--- config.mk ---
export PLATFORM = sky130hd
export DESIGN_NAME = gpio_bank_ctrl
export DESIGN_NICKNAME = d
export VERILOG_FILES = /design/src/rtl/gpio_bank_pkg.sv /design/src/rtl/gpio_in_stage.sv /design/src/rtl/gpio_event_det.sv /design/src/rtl/gpio_bank_regs.sv /design/src/rtl/gpio_bank_ctrl.sv
export SDC_FILE = /design/constraint.sdc
export NUM_CORES = 2
export LEC_CHECK = 0
export ABC_AREA = 1
export BUFFER_PORTS_ARGS = -buffer_cell sky130_fd_sc_hd__clkbuf_2
export CORE_UTILIZATION = 45
export CTS_BUF_LIST = sky130_fd_sc_hd__clkbuf_2
export DETAILED_ROUTE_END_ITERATION = 10
export MAX_ROUTING_LAYER = met4
export PLACE_DENSITY = 0.72
export SLEW_MARGIN = 20
export SYNTH_ARGS = -nofsm -noshare
export SYNTH_HDL_FRONTEND = slang
export SYNTH_SLANG_ARGS = --single-unit
--- constraint.sdc ---
create_clock -name clk -period 7.5 [get_ports clk]
set_input_delay 1.875 -clock clk [delete_from_list [all_inputs] [get_ports clk]]
set_output_delay 1.875 -clock clk [all_outputs]
set_load 0.005 [all_outputs]
--- src/rtl/gpio_bank_pkg.sv ---
package gpio_bank_pkg;
   localparam int ADDR_W    = 12;
   localparam int WORD_W    = 32;
   localparam int MAX_BANKS = 6;

   typedef logic [ADDR_W-1:0] addr_t;
   typedef logic [WORD_W-1:0] word_t;

   localparam addr_t OFF_CFG  = 12'h000;
   localparam addr_t OFF_LVL  = 12'h004;
   localparam addr_t OFF_DIR  = 12'h01C;
   localparam addr_t OFF_SET  = 12'h034;
   localparam addr_t OFF_CLR  = 12'h04C;
   localparam addr_t OFF_REN  = 12'h064;
   localparam addr_t OFF_FEN  = 12'h07C;
   localparam addr_t OFF_BYP  = 12'h094;
   localparam addr_t OFF_MSK  = 12'h0AC;
   localparam addr_t OFF_SRC  = 12'h0C4;
   localparam addr_t OFF_TYP  = 12'h300;
   localparam addr_t OFF_POL  = 12'h318;
   localparam addr_t OFF_WMSK = 12'h330;
   localparam addr_t OFF_WSTS = 12'h348;

   // True when address a selects bank 'bank' of the family at 'base'.
   function automatic logic bank_hit(addr_t a, addr_t base, int bank);
      addr_t tgt;
      tgt = base + addr_t'(4 * bank);
      return a[ADDR_W-1:2] == tgt[ADDR_W-1:2];
   endfunction
endpackage

--- src/rtl/gpio_in_stage.sv ---
module gpio_in_stage #(
   parameter int NUM_PINS   = 64,
   parameter bit HAS_FILTER = 1'b1
) (
   input  logic                clk,
   input  logic                rst_n,
   input  logic [NUM_PINS-1:0] pin_in,
   input  logic [NUM_PINS-1:0] bypass,
   output logic [NUM_PINS-1:0] level_o,
   output logic [NUM_PINS-1:0] det_o
);
   logic [NUM_PINS-1:0] s1_q, s2_q;

   always_ff @(posedge clk or negedge rst_n) begin
      if (!rst_n) begin
         s1_q <= '0;
         s2_q <= '0;
      end else begin
         s1_q <= pin_in;
         s2_q <= s1_q;
      end
   end

   assign level_o = s2_q;

   generate
      if (HAS_FILTER) begin : g_filt
         logic [NUM_PINS-1:0] s2_d_q, filt_q, agree;
         assign agree = ~(s2_q ^ s2_d_q);
         always_ff @(posedge clk or negedge rst_n) begin
            if (!rst_n) begin
               s2_d_q <= '0;
               filt_q <= '0;
            end else begin
               s2_d_q <= s2_q;
               filt_q <= (s2_q & agree) | (filt_q & ~agree);
            end
         end
         assign det_o = (bypass & s2_q) | (~bypass & filt_q);
      end else begin : g_raw
         logic unused_bypass;
         assign unused_bypass = ^bypass;
         assign det_o = s2_q;
      end
   endgenerate
endmodule

--- src/rtl/gpio_event_det.sv ---
module gpio_event_det #(
   parameter int NUM_PINS = 64
) (
   input  logic                clk,
   input  logic                rst_n,
   input  logic [NUM_PINS-1:0] det_i,
   input  logic [NUM_PINS-1:0] ren,
   input  logic [NUM_PINS-1:0] fen,
   input  logic [NUM_PINS-1:0] typ,
   input  logic [NUM_PINS-1:0] pol,
   output logic [NUM_PINS-1:0] evt_o
);
   logic [NUM_PINS-1:0] prev_q, rise, fall, active;

   always_ff @(posedge clk or negedge rst_n) begin
      if (!rst_n) prev_q <= '0;
      else        prev_q <= det_i;
   end

   assign rise   = det_i & ~prev_q;
   assign fall   = ~det_i & prev_q;
   assign active = det_i ^ pol;
   assign evt_o  = (typ & active) | (~typ & ((rise & ren) | (fall & fen)));
endmodule

--- src/rtl/gpio_bank_regs.sv ---
module gpio_bank_regs
   import gpio_bank_pkg::*;
#(
   parameter int NUM_PINS = 64
) (
   input  logic                clk,
   input  logic                rst_n,
   input  logic                bus_wr,
   input  addr_t               bus_addr,
   input  word_t               bus_wdata,
   output word_t               bus_rdata,
   input  logic [NUM_PINS-1:0] level_i,
   input  logic [NUM_PINS-1:0] evt_i,
   output logic [NUM_PINS-1:0] dir_o,
   output logic [NUM_PINS-1:0] out_o,
   output logic [NUM_PINS-1:0] ren_o,
   output logic [NUM_PINS-1:0] fen_o,
   output logic [NUM_PINS-1:0] byp_o,
   output logic [NUM_PINS-1:0] msk_o,
   output logic [NUM_PINS-1:0] typ_o,
   output logic [NUM_PINS-1:0] pol_o,
   output logic [NUM_PINS-1:0] wmsk_o,
   output logic [NUM_PINS-1:0] src_o,
   output logic [NUM_PINS-1:0] wsts_o
);
   localparam int BANKS = NUM_PINS / WORD_W;

   word_t               cfg_q;
   logic [NUM_PINS-1:0] dir_q, out_q, ren_q, fen_q, byp_q, msk_q;
   logic [NUM_PINS-1:0] typ_q, pol_q, wmsk_q, src_q, wsts_q;
   logic [NUM_PINS-1:0] set_m, clr_m, src_clr, wsts_clr;

   // Write-one strobes decoded per bank.
   always_comb begin
      set_m    = '0;
      clr_m    = '0;
      src_clr  = '0;
      wsts_clr = '0;
      for (int b = 0; b < BANKS; b++) begin
         if (bus_wr && bank_hit(bus_addr, OFF_SET, b))  set_m[b*WORD_W +: WORD_W]    = bus_wdata;
         if (bus_wr && bank_hit(bus_addr, OFF_CLR, b))  clr_m[b*WORD_W +: WORD_W]    = bus_wdata;
         if (bus_wr && bank_hit(bus_addr, OFF_SRC, b))  src_clr[b*WORD_W +: WORD_W]  = bus_wdata;
         if (bus_wr && bank_hit(bus_addr, OFF_WSTS, b)) wsts_clr[b*WORD_W +: WORD_W] = bus_wdata;
      end
   end

   always_ff @(posedge clk or negedge rst_n) begin
      if (!rst_n) begin
         cfg_q  <= '0;
         dir_q  <= '0;
         out_q  <= '0;
         ren_q  <= '0;
         fen_q  <= '0;
         byp_q  <= '0;
         msk_q  <= '0;
         typ_q  <= '0;
         pol_q  <= '0;
         wmsk_q <= '0;
         src_q  <= '0;
         wsts_q <= '0;
      end else begin
         out_q  <= (out_q | set_m) & ~clr_m;
         // Events win over a same-cycle clear so a held level re-asserts.
         src_q  <= (src_q & ~src_clr) | evt_i;
         wsts_q <= (wsts_q & ~wsts_clr) | (evt_i & wmsk_q);
         if (bus_wr) begin
            if (bank_hit(bus_addr, OFF_CFG, 0)) cfg_q <= bus_wdata;
            for (int b = 0; b < BANKS; b++) begin
               if (bank_hit(bus_addr, OFF_DIR, b))  dir_q[b*WORD_W +: WORD_W]  <= bus_wdata;
               if (bank_hit(bus_addr, OFF_REN, b))  ren_q[b*WORD_W +: WORD_W]  <= bus_wdata;
               if (bank_hit(bus_addr, OFF_FEN, b))  fen_q[b*WORD_W +: WORD_W]  <= bus_wdata;
               if (bank_hit(bus_addr, OFF_BYP, b))  byp_q[b*WORD_W +: WORD_W]  <= bus_wdata;
               if (bank_hit(bus_addr, OFF_MSK, b))  msk_q[b*WORD_W +: WORD_W]  <= bus_wdata;
               if (bank_hit(bus_addr, OFF_TYP, b))  typ_q[b*WORD_W +: WORD_W]  <= bus_wdata;
               if (bank_hit(bus_addr, OFF_POL, b))  pol_q[b*WORD_W +: WORD_W]  <= bus_wdata;
               if (bank_hit(bus_addr, OFF_WMSK, b)) wmsk_q[b*WORD_W +: WORD_W] <= bus_wdata;
            end
         end
      end
   end

   // Read mux; write-only and unmapped offsets fall through to zero.
   always_comb begin
      bus_rdata = '0;
      if (bank_hit(bus_addr, OFF_CFG, 0)) bus_rdata = cfg_q;
      for (int b = 0; b < BANKS; b++) begin
         if (bank_hit(bus_addr, OFF_LVL, b))  bus_rdata = level_i[b*WORD_W +: WORD_W];
         if (bank_hit(bus_addr, OFF_DIR, b))  bus_rdata = dir_q[b*WORD_W +: WORD_W];
         if (bank_hit(bus_addr, OFF_REN, b))  bus_rdata = ren_q[b*WORD_W +: WORD_W];
         if (bank_hit(bus_addr, OFF_FEN, b))  bus_rdata = fen_q[b*WORD_W +: WORD_W];
         if (bank_hit(bus_addr, OFF_BYP, b))  bus_rdata = byp_q[b*WORD_W +: WORD_W];
         if (bank_hit(bus_addr, OFF_MSK, b))  bus_rdata = msk_q[b*WORD_W +: WORD_W];
         if (bank_hit(bus_addr, OFF_SRC, b))  bus_rdata = src_q[b*WORD_W +: WORD_W];
         if (bank_hit(bus_addr, OFF_TYP, b))  bus_rdata = typ_q[b*WORD_W +: WORD_W];
         if (bank_hit(bus_addr, OFF_POL, b))  bus_rdata = pol_q[b*WORD_W +: WORD_W];
         if (bank_hit(bus_addr, OFF_WMSK, b)) bus_rdata = wmsk_q[b*WORD_W +: WORD_W];
         if (bank_hit(bus_addr, OFF_WSTS, b)) bus_rdata = wsts_q[b*WORD_W +: WORD_W];
      end
   end

   assign dir_o  = dir_q;
   assign out_o  = out_q;
   assign ren_o  = ren_q;
   assign fen_o  = fen_q;
   assign byp_o  = byp_q;
   assign msk_o  = msk_q;
   assign typ_o  = typ_q;
   assign pol_o  = pol_q;
   assign wmsk_o = wmsk_q;
   assign src_o  = src_q;
   assign wsts_o = wsts_q;
endmodule

--- src/rtl/gpio_bank_ctrl.sv ---
module gpio_bank_ctrl
   import gpio_bank_pkg::*;
#(
   parameter int NUM_PINS   = 64,
   parameter bit HAS_FILTER = 1'b1
) (
   input  logic                clk,
   input  logic                rst_n,
   input  logic                bus_wr,
   input  logic [11:0]         bus_addr,
   input  logic [31:0]         bus_wdata,
   output logic [31:0]         bus_rdata,
   input  logic [NUM_PINS-1:0] pin_in,
   output logic [NUM_PINS-1:0] pin_out,
   output logic [NUM_PINS-1:0] pin_oe,
   output logic                irq_out,
   output logic                wake_out
);
   localparam int BANKS = NUM_PINS / WORD_W;

   generate
      if (NUM_PINS % WORD_W != 0 || BANKS < 1 || BANKS > MAX_BANKS) begin : g_bad_pins
         $error("gpio_bank_ctrl: NUM_PINS must be a multiple of 32, 32 to 192");
      end
   endgenerate

   logic [NUM_PINS-1:0] level_w, det_w, evt_w;
   logic [NUM_PINS-1:0] ren_w, fen_w, byp_w, msk_w, typ_w, pol_w, wmsk_w, src_w, wsts_w;

   gpio_in_stage #(.NUM_PINS(NUM_PINS), .HAS_FILTER(HAS_FILTER)) u_in (
      .clk     (clk),
      .rst_n   (rst_n),
      .pin_in  (pin_in),
      .bypass  (byp_w),
      .level_o (level_w),
      .det_o   (det_w)
   );

   gpio_event_det #(.NUM_PINS(NUM_PINS)) u_det (
      .clk   (clk),
      .rst_n (rst_n),
      .det_i (det_w),
      .ren   (ren_w),
      .fen   (fen_w),
      .typ   (typ_w),
      .pol   (pol_w),
      .evt_o (evt_w)
   );

   gpio_bank_regs #(.NUM_PINS(NUM_PINS)) u_regs (
      .clk       (clk),
      .rst_n     (rst_n),
      .bus_wr    (bus_wr),
      .bus_addr  (bus_addr),
      .bus_wdata (bus_wdata),
      .bus_rdata (bus_rdata),
      .level_i   (level_w),
      .evt_i     (evt_w),
      .dir_o     (pin_oe),
      .out_o     (pin_out),
      .ren_o     (ren_w),
      .fen_o     (fen_w),
      .byp_o     (byp_w),
      .msk_o     (msk_w),
      .typ_o     (typ_w),
      .pol_o     (pol_w),
      .wmsk_o    (wmsk_w),
      .src_o     (src_w),
      .wsts_o    (wsts_w)
   );

   assign irq_out  = |(src_w & msk_w);
   assign wake_out = |wsts_w;
endmodule

---- After elaboration in Yosys (flattened, before gate mapping) ----
Index checks and enable logic that the tools add are counted.
Widths: inputs -> output; s select.
cells by class
  add/sub/neg operators ................... 0
  $mul .................................... 0
  divide/modulo/power cells ............... 0
  magnitude comparators ................... 0
  equality and inequality tests ........... 26
  shift-type cells ........................ 0
  multiplexer cells ....................... 31
  bitwise logic cells ..................... 33
  reductions and logical operators ........ 28
operators with widths
  cell                 number
  $mux 32              31
  $and 64x64->64       15
  $not 64->64          9
  $or 64x64->64        7
  $reduce_or 64->1     2
  $xor 64x64->64       2
  $eq 10x8->1 const B  8
  $eq 10x6->1 const B  7
  $eq 10x5->1 const B  5
  $reduce_and 2->1     17
  $eq 10x4->1 const B  3
  $eq 10x1->1 const B  1
  $eq 10x2->1 const B  1
  $eq 10x3->1 const B  1
  $logic_not 10->1     1
  $logic_and 1x1->1    8
storage, ports and cells
  register bits ........................... 1056
  latch bits .............................. 0
  RAM bits ................................ 0
  ROM bits ................................ 0
  input bits .............................. 111
  output and inout bits ................... 162
  logic and storage cells ................. 143
  memories ................................ 0

---- Depth between registers and ports, before layout ----
  word-level depth ........................ 24
  depth in mapped cells ................... 40
  gate-level depth less buffers ........... 40

---- Cells and area by module ----
A second synthesis with hierarchy kept.
second synthesis, totals
  cell total of the unflattened synthesis .. 5770
  area, all modules ....................... 46457.1 um2
by module, submodules not included
  module          instances  cells an instance  area an instance (um2)  seq. area each (um2)
  gpio_bank_regs  1          4001               32726.4                 18417.7
  gpio_in_stage   1          701                8236.6                  6406.1
  gpio_event_det  1          896                4804.6                  1601.5
  gpio_bank_ctrl  1          172                689.4                   0.0

---- Least setup slack after synthesis ----
No wires, ideal clock.
  kind .................................... input port to output port
  from .................................... in bus_addr[6]
  to ...................................... out bus_rdata[3]
  arrival time ............................ 3974 ps
  required time ........................... 5625 ps
  path slack .............................. 1651 ps
  stages .................................. 40
  buffers on the path ..................... 0
  path through ............................ inv_2 -> nand2_2 -> nor2_4 -> nand2_2 -> nor2_4 -> nand2_1 -> nand2_1 -> nand3_1 -> nand2_1 -> nand2_1 -> nand2_1 -> nand2_1 -> nand2_1 -> nand2_1 -> nand2_1 -> nand2_1 -> nand2_1 -> nand2_1 -> (+4 left out) -> nand2_1 -> nand2_1 -> nand2_1 -> nand2_1 -> nand2_1 -> nand2_1 -> nand2_1 -> nand2_1 -> nand2_1 -> nand2_1 -> nand2_1 -> nand2_1 -> nand2_1 -> nand2_1 -> nand2_1 -> nand2_1 -> nand2_1 -> nand2_1
on the way
  word-level cells in the longest chain between the ends .. 24
  elaborated cells between the ends (all ways) .. 46
  those cells by class .................... 22 x eq/ne; 23 x mux; 1 x reduce/logical
ends and longest elaborated chain
  item              RTL line              source
  start, declared   gpio_bank_ctrl.sv:10  input logic [11:0] bus_addr,
  $logic_not 10->1  gpio_bank_pkg.sv:28   return a[ADDR_W-1:2] == tgt[ADDR_W-1:2];
  $mux 32           gpio_bank_regs.sv:85  if (bank_hit(bus_addr, OFF_CFG, 0)) bus_rdata = cfg_q;
  $mux 32           gpio_bank_regs.sv:87  if (bank_hit(bus_addr, OFF_LVL, b)) bus_rdata = level_i[b*WORD_W +: WORD_W];
  $mux 32           gpio_bank_regs.sv:88  if (bank_hit(bus_addr, OFF_DIR, b)) bus_rdata = dir_q[b*WORD_W +: WORD_W];
  $mux 32           gpio_bank_regs.sv:89  if (bank_hit(bus_addr, OFF_REN, b)) bus_rdata = ren_q[b*WORD_W +: WORD_W];
  $mux 32           gpio_bank_regs.sv:90  if (bank_hit(bus_addr, OFF_FEN, b)) bus_rdata = fen_q[b*WORD_W +: WORD_W];
  $mux 32           gpio_bank_regs.sv:91  if (bank_hit(bus_addr, OFF_BYP, b)) bus_rdata = byp_q[b*WORD_W +: WORD_W];
  $mux 32           gpio_bank_regs.sv:92  if (bank_hit(bus_addr, OFF_MSK, b)) bus_rdata = msk_q[b*WORD_W +: WORD_W];
  (+8 left out)     --
  $mux 32           gpio_bank_regs.sv:90
  $mux 32           gpio_bank_regs.sv:91
  $mux 32           gpio_bank_regs.sv:92
  $mux 32           gpio_bank_regs.sv:93  if (bank_hit(bus_addr, OFF_SRC, b)) bus_rdata = src_q[b*WORD_W +: WORD_W];
  $mux 32           gpio_bank_regs.sv:94  if (bank_hit(bus_addr, OFF_TYP, b)) bus_rdata = typ_q[b*WORD_W +: WORD_W];
  $mux 32           gpio_bank_regs.sv:95  if (bank_hit(bus_addr, OFF_POL, b)) bus_rdata = pol_q[b*WORD_W +: WORD_W];
  $mux 32           gpio_bank_regs.sv:96  if (bank_hit(bus_addr, OFF_WMSK, b)) bus_rdata = wmsk_q[b*WORD_W +: WORD_W];
  $mux 32 *         gpio_bank_regs.sv:97  if (bank_hit(bus_addr, OFF_WSTS, b)) bus_rdata = wsts_q[b*WORD_W +: WORD_W];
  end, declared     gpio_bank_ctrl.sv:12  output logic [31:0] bus_rdata,
Mark *: on every way between the ends. The rest lies on a longest branch, timed or not.

---- Worst setup path in the final report ----
  from .................................... in bus_addr[3]
  to ...................................... out bus_rdata[0]
Same word-level chain as after synthesis.

==> flow_metrics.env <==
export IMPL_status="finished, final reports clean"
export IMPL_dieArea_sq_um=98900
export IMPL_cts_setup_buffers=0
export IMPL_crit_start="bus_addr[3]"
export IMPL_seq_area_sq_um=26400
export IMPL_fin_skew_ns=0.109
export IMPL_clock_root_buffer="clkbuf_2"
export IMPL_routedWlPerCell_um=20.4
export IMPL_grt_pass1_vias=36400
export IMPL_rsz0062_at_grt="false"
export IMPL_synthMuxAreaShare_pct=0.102
export IMPL_endpoint_kind="output pin"
export IMPL_rows=114
export IMPL_ios=273
export IMPL_synth_top_family_by_area="compound AO/OA/AOI/OAI gates"
export IMPL_fillers=9072
export IMPL_hold_start="u_in.s1_q[54]"
export IMPL_yosys_top_cells_area="dfrtp_1 60%, nand2_1 12%, o21ai_0 9.3%"
export IMPL_synth_edf_count=0
export IMPL_p_per_area_nw_per_um2=210
export IMPL_timing_final_ws_setup_ns=0.348
export IMPL_ys_ff_latch=1056
export IMPL_tightestPinTransition_ns=1.14
export IMPL_cts_max_path_buffers=4
export IMPL_drive_above_1_share_pct=15.4
export IMPL_cts_made_buffers=279
export IMPL_fmax_ghz=0.140
export IMPL_fin_nets=5310
export IMPL_fp_dieW_um=315
export IMPL_synth_flop_cell="dfrtp_1"
export IMPL_grt_usage_pct=28.2
export IMPL_ir_worst_vdd_mv=0.168
export IMPL_netlist_area_sq_um=44000
export IMPL_fin_setup_tns_ns=0
export IMPL_hold_violations=0
export IMPL_finalSetupViolCount=0
export IMPL_worstPathRequired_ns=5.62
export IMPL_place_congestion=0.930
export IMPL_ys_warn_count=0
export IMPL_p_leak_nw=22.2
export IMPL_drtIter0Drc=3816
export IMPL_vias_per_cell=5.61
export IMPL_num_vias=37100
export IMPL_die_y_um=315
export IMPL_initial_core_util_pct=45.5
export IMPL_hold_path_class="register to register"
export IMPL_cts_tree="yes"
export IMPL_synth_compound_area_share_pct=16.5
export IMPL_antenna_found_initial=3
export IMPL_ys_types=45
export IMPL_synth_async_sr_flop_share_pct=100
export IMPL_cts_resized=0
export IMPL_worstPathArrival_ns=5.28
export IMPL_reg2reg_slack_ns=5.52
export IMPL_synth_simple_area_share_pct=16.4
export IMPL_clk_pin_slew_ns=0.10
export IMPL_multi_input_area_sq_um=15300
export IMPL_synth_xor_area_share_pct=0.0398
export IMPL_ys_seq_area_share_pct=60.1
export IMPL_place_area_sq_um=46800
export IMPL_clkLatencyLatePin_ns=1.54
export IMPL_pre_cts_ws_ns=0.364
export IMPL_slew_viol_final=0
export IMPL_whs_ns=0.288
export IMPL_area_delta_synth_final_pct=11.3
export IMPL_drt_total_wl_mm=134
export IMPL_first_pass_iters=8
export IMPL_synth_commonest_cells="1,372 x nand2_1, 1,056 x dfrtp_1, 819 x o21ai_0"
export IMPL_fin_crit_ns=7.15
export IMPL_p_total_mw=10.3
export IMPL_final_cell_area_sq_um=48900
export IMPL_synthAdderAreaFrac_pct=1.46
export IMPL_path_max_fanout=13
export IMPL_yosysMostFrequentCell="nand2_1"
export IMPL_postSynthAreaPerCell_sq_um=9.10
export IMPL_io_buffers=270
export IMPL_yosysTopAreaCell="dfrtp_1"
export IMPL_cts_hold_buffers=0
export IMPL_drc=0
export IMPL_hpwl_mm=88.2
export IMPL_grt_first_pass_wirelength_mm=208
export IMPL_ant_nets=0
export IMPL_syn_nets=4944
export IMPL_clock_sinks=1056
export IMPL_overflow=0
export IMPL_ctsHtreeMaxLevel=5
export IMPL_yosysTopAreaCellShare_pct=60.1
export IMPL_syn_instance_count=4833
export IMPL_grt_max_degree=172
export IMPL_core_area_sq_um=96700
export IMPL_slew_headroom_pct=23.5
export IMPL_fin_crit_sh_pct=95.4
export IMPL_maxCapViolCount=0
export IMPL_critPathKind="primary input to output pin"
export IMPL_cp_start_kind="primary input"
cell usage in the layout (no fill, tap or decap), types with 5 or more instances in the layout:
cell type / netlist / layout
nand3_1: 125 / 122
nand4_1: 61 / 61
inv_2: 15 / 21
nor2_1: 137 / 136
o221ai_1: 21 / 21
o21ai_0: 819 / 819
dfrtp_1: 1056 / 1056
a22o_1: 12 / 12
a31oi_1: 11 / 11
inv_1: 350 / 348
nor3_2: 0 / 8
nand3_2: 4 / 5
nor2_2: 8 / 9
nor4_2: 0 / 6
nand2_2: 4 / 14
clkinv_1: 1 / 27
o211ai_1: 6 / 6
a221oi_1: 88 / 88
a211oi_1: 19 / 19
buf_4: 1 / 62
nand2_1: 1372 / 1362
o21ai_1: 7 / 7
a21oi_1: 270 / 270
a32oi_1: 25 / 25
o2111ai_1: 11 / 11
nor3_1: 16 / 7
buf_12: 0 / 12
clkbuf_2: 0 / 642
maj3_1: 64 / 64
or2_2: 16 / 16
nor4_1: 23 / 16
cell type report:
cell class	count	area share, %
Clock buffer	373	3.82
Sequential cell	1056	54.0
Timing Repair Buffer	344	4.22
Tap cell	1276	3.26
Inverter	366	2.81
Multi-Input combinational cell	3152	31.3
Clock inverter	37	0.506
Antenna cell	4	0.0205
logic make-up (layout without fill, tap and decap cells):
kind of cell	count (synthesis)	after routing
AND/OR/NAND/NOR	1777	1777
AO/OA/AOI/OAI	1305	1305
flip-flops	1056	1056
buffers and inverters	625	1120
adder cells (fa/ha/maj)	64	64
multiplexers	4	4
XOR/XNOR	2	2
other	0	4
routing by layer:
layer / global-route usage (%) / up-vias / wire length (um)
met5: - / - / 0
met4: 12.2 / 0 / 5280
met3: 5.32 / 364 / 11300
met2: 43.5 / 1752 / 62500
met1: 36.5 / 18000 / 55400
li1: - / 17000 / -
path summary, 6_finish.rpt:
check	end	depth (start not counted)
hold / removal	u_in.level_o[54]	0
hold reg to reg	u_in.level_o[54]	0
setup reg to reg	u_regs.wsts_o[1]	8
setup / recovery	bus_rdata[0]	18
max in group asynchronous	u_regs.dir_o[57]	3
min in group asynchronous	u_regs.dir_o[8]	1
registers in the layout, indices dropped and copies added (netlist names), named ones only:
signal              flops
u_det.prev_q           64
u_in.g_filt.s2_d_q     64
u_in.level_o           64
u_in.s1_q              64
u_regs.byp_o           64
u_regs.dir_o           64
u_regs.fen_o           64
u_regs.msk_o           64
u_regs.out_o           64
u_regs.pol_o           64
u_regs.ren_o           64
u_regs.src_o           64
u_regs.typ_o           64
u_regs.wmsk_o          64
u_regs.wsts_o          64
u_regs.cfg_q           32
where the power goes:
part	total [mW]	internal [mW]	switching, mW
Combinational	0.551	0.149	0.402
Sequential	5.99	5.87	0.125
Clock	3.72	1.44	2.28
Total	10.3	7.46	2.81
stage by stage:
step,utilization [%],instances
floorplan,-,4833
global route,50.6,6608
CTS,50.6,6604
global placement,48.4,6194
finish,50.6,6608
detailed placement,48.4,6194
worst max-delay path, stage by stage:
cell and delay, ns:
clkbuf_2 0.11, inv_1 0.05, nand2_1 0.20, nor2_4 0.10, nand3_2 0.36, o221ai_1 0.26
a221oi_1 0.26, nand2_1 0.10, a221oi_1 0.22, o21ai_1 0.11, a21oi_1 0.24, nand4_1 0.12
a21oi_1 0.16, nand3_1 0.09, a221oi_1 0.24, nand4_1 0.12, nand3b_1 0.41, clkbuf_2 0.22
No activity file was read; power rests on OpenSTA's default activity.
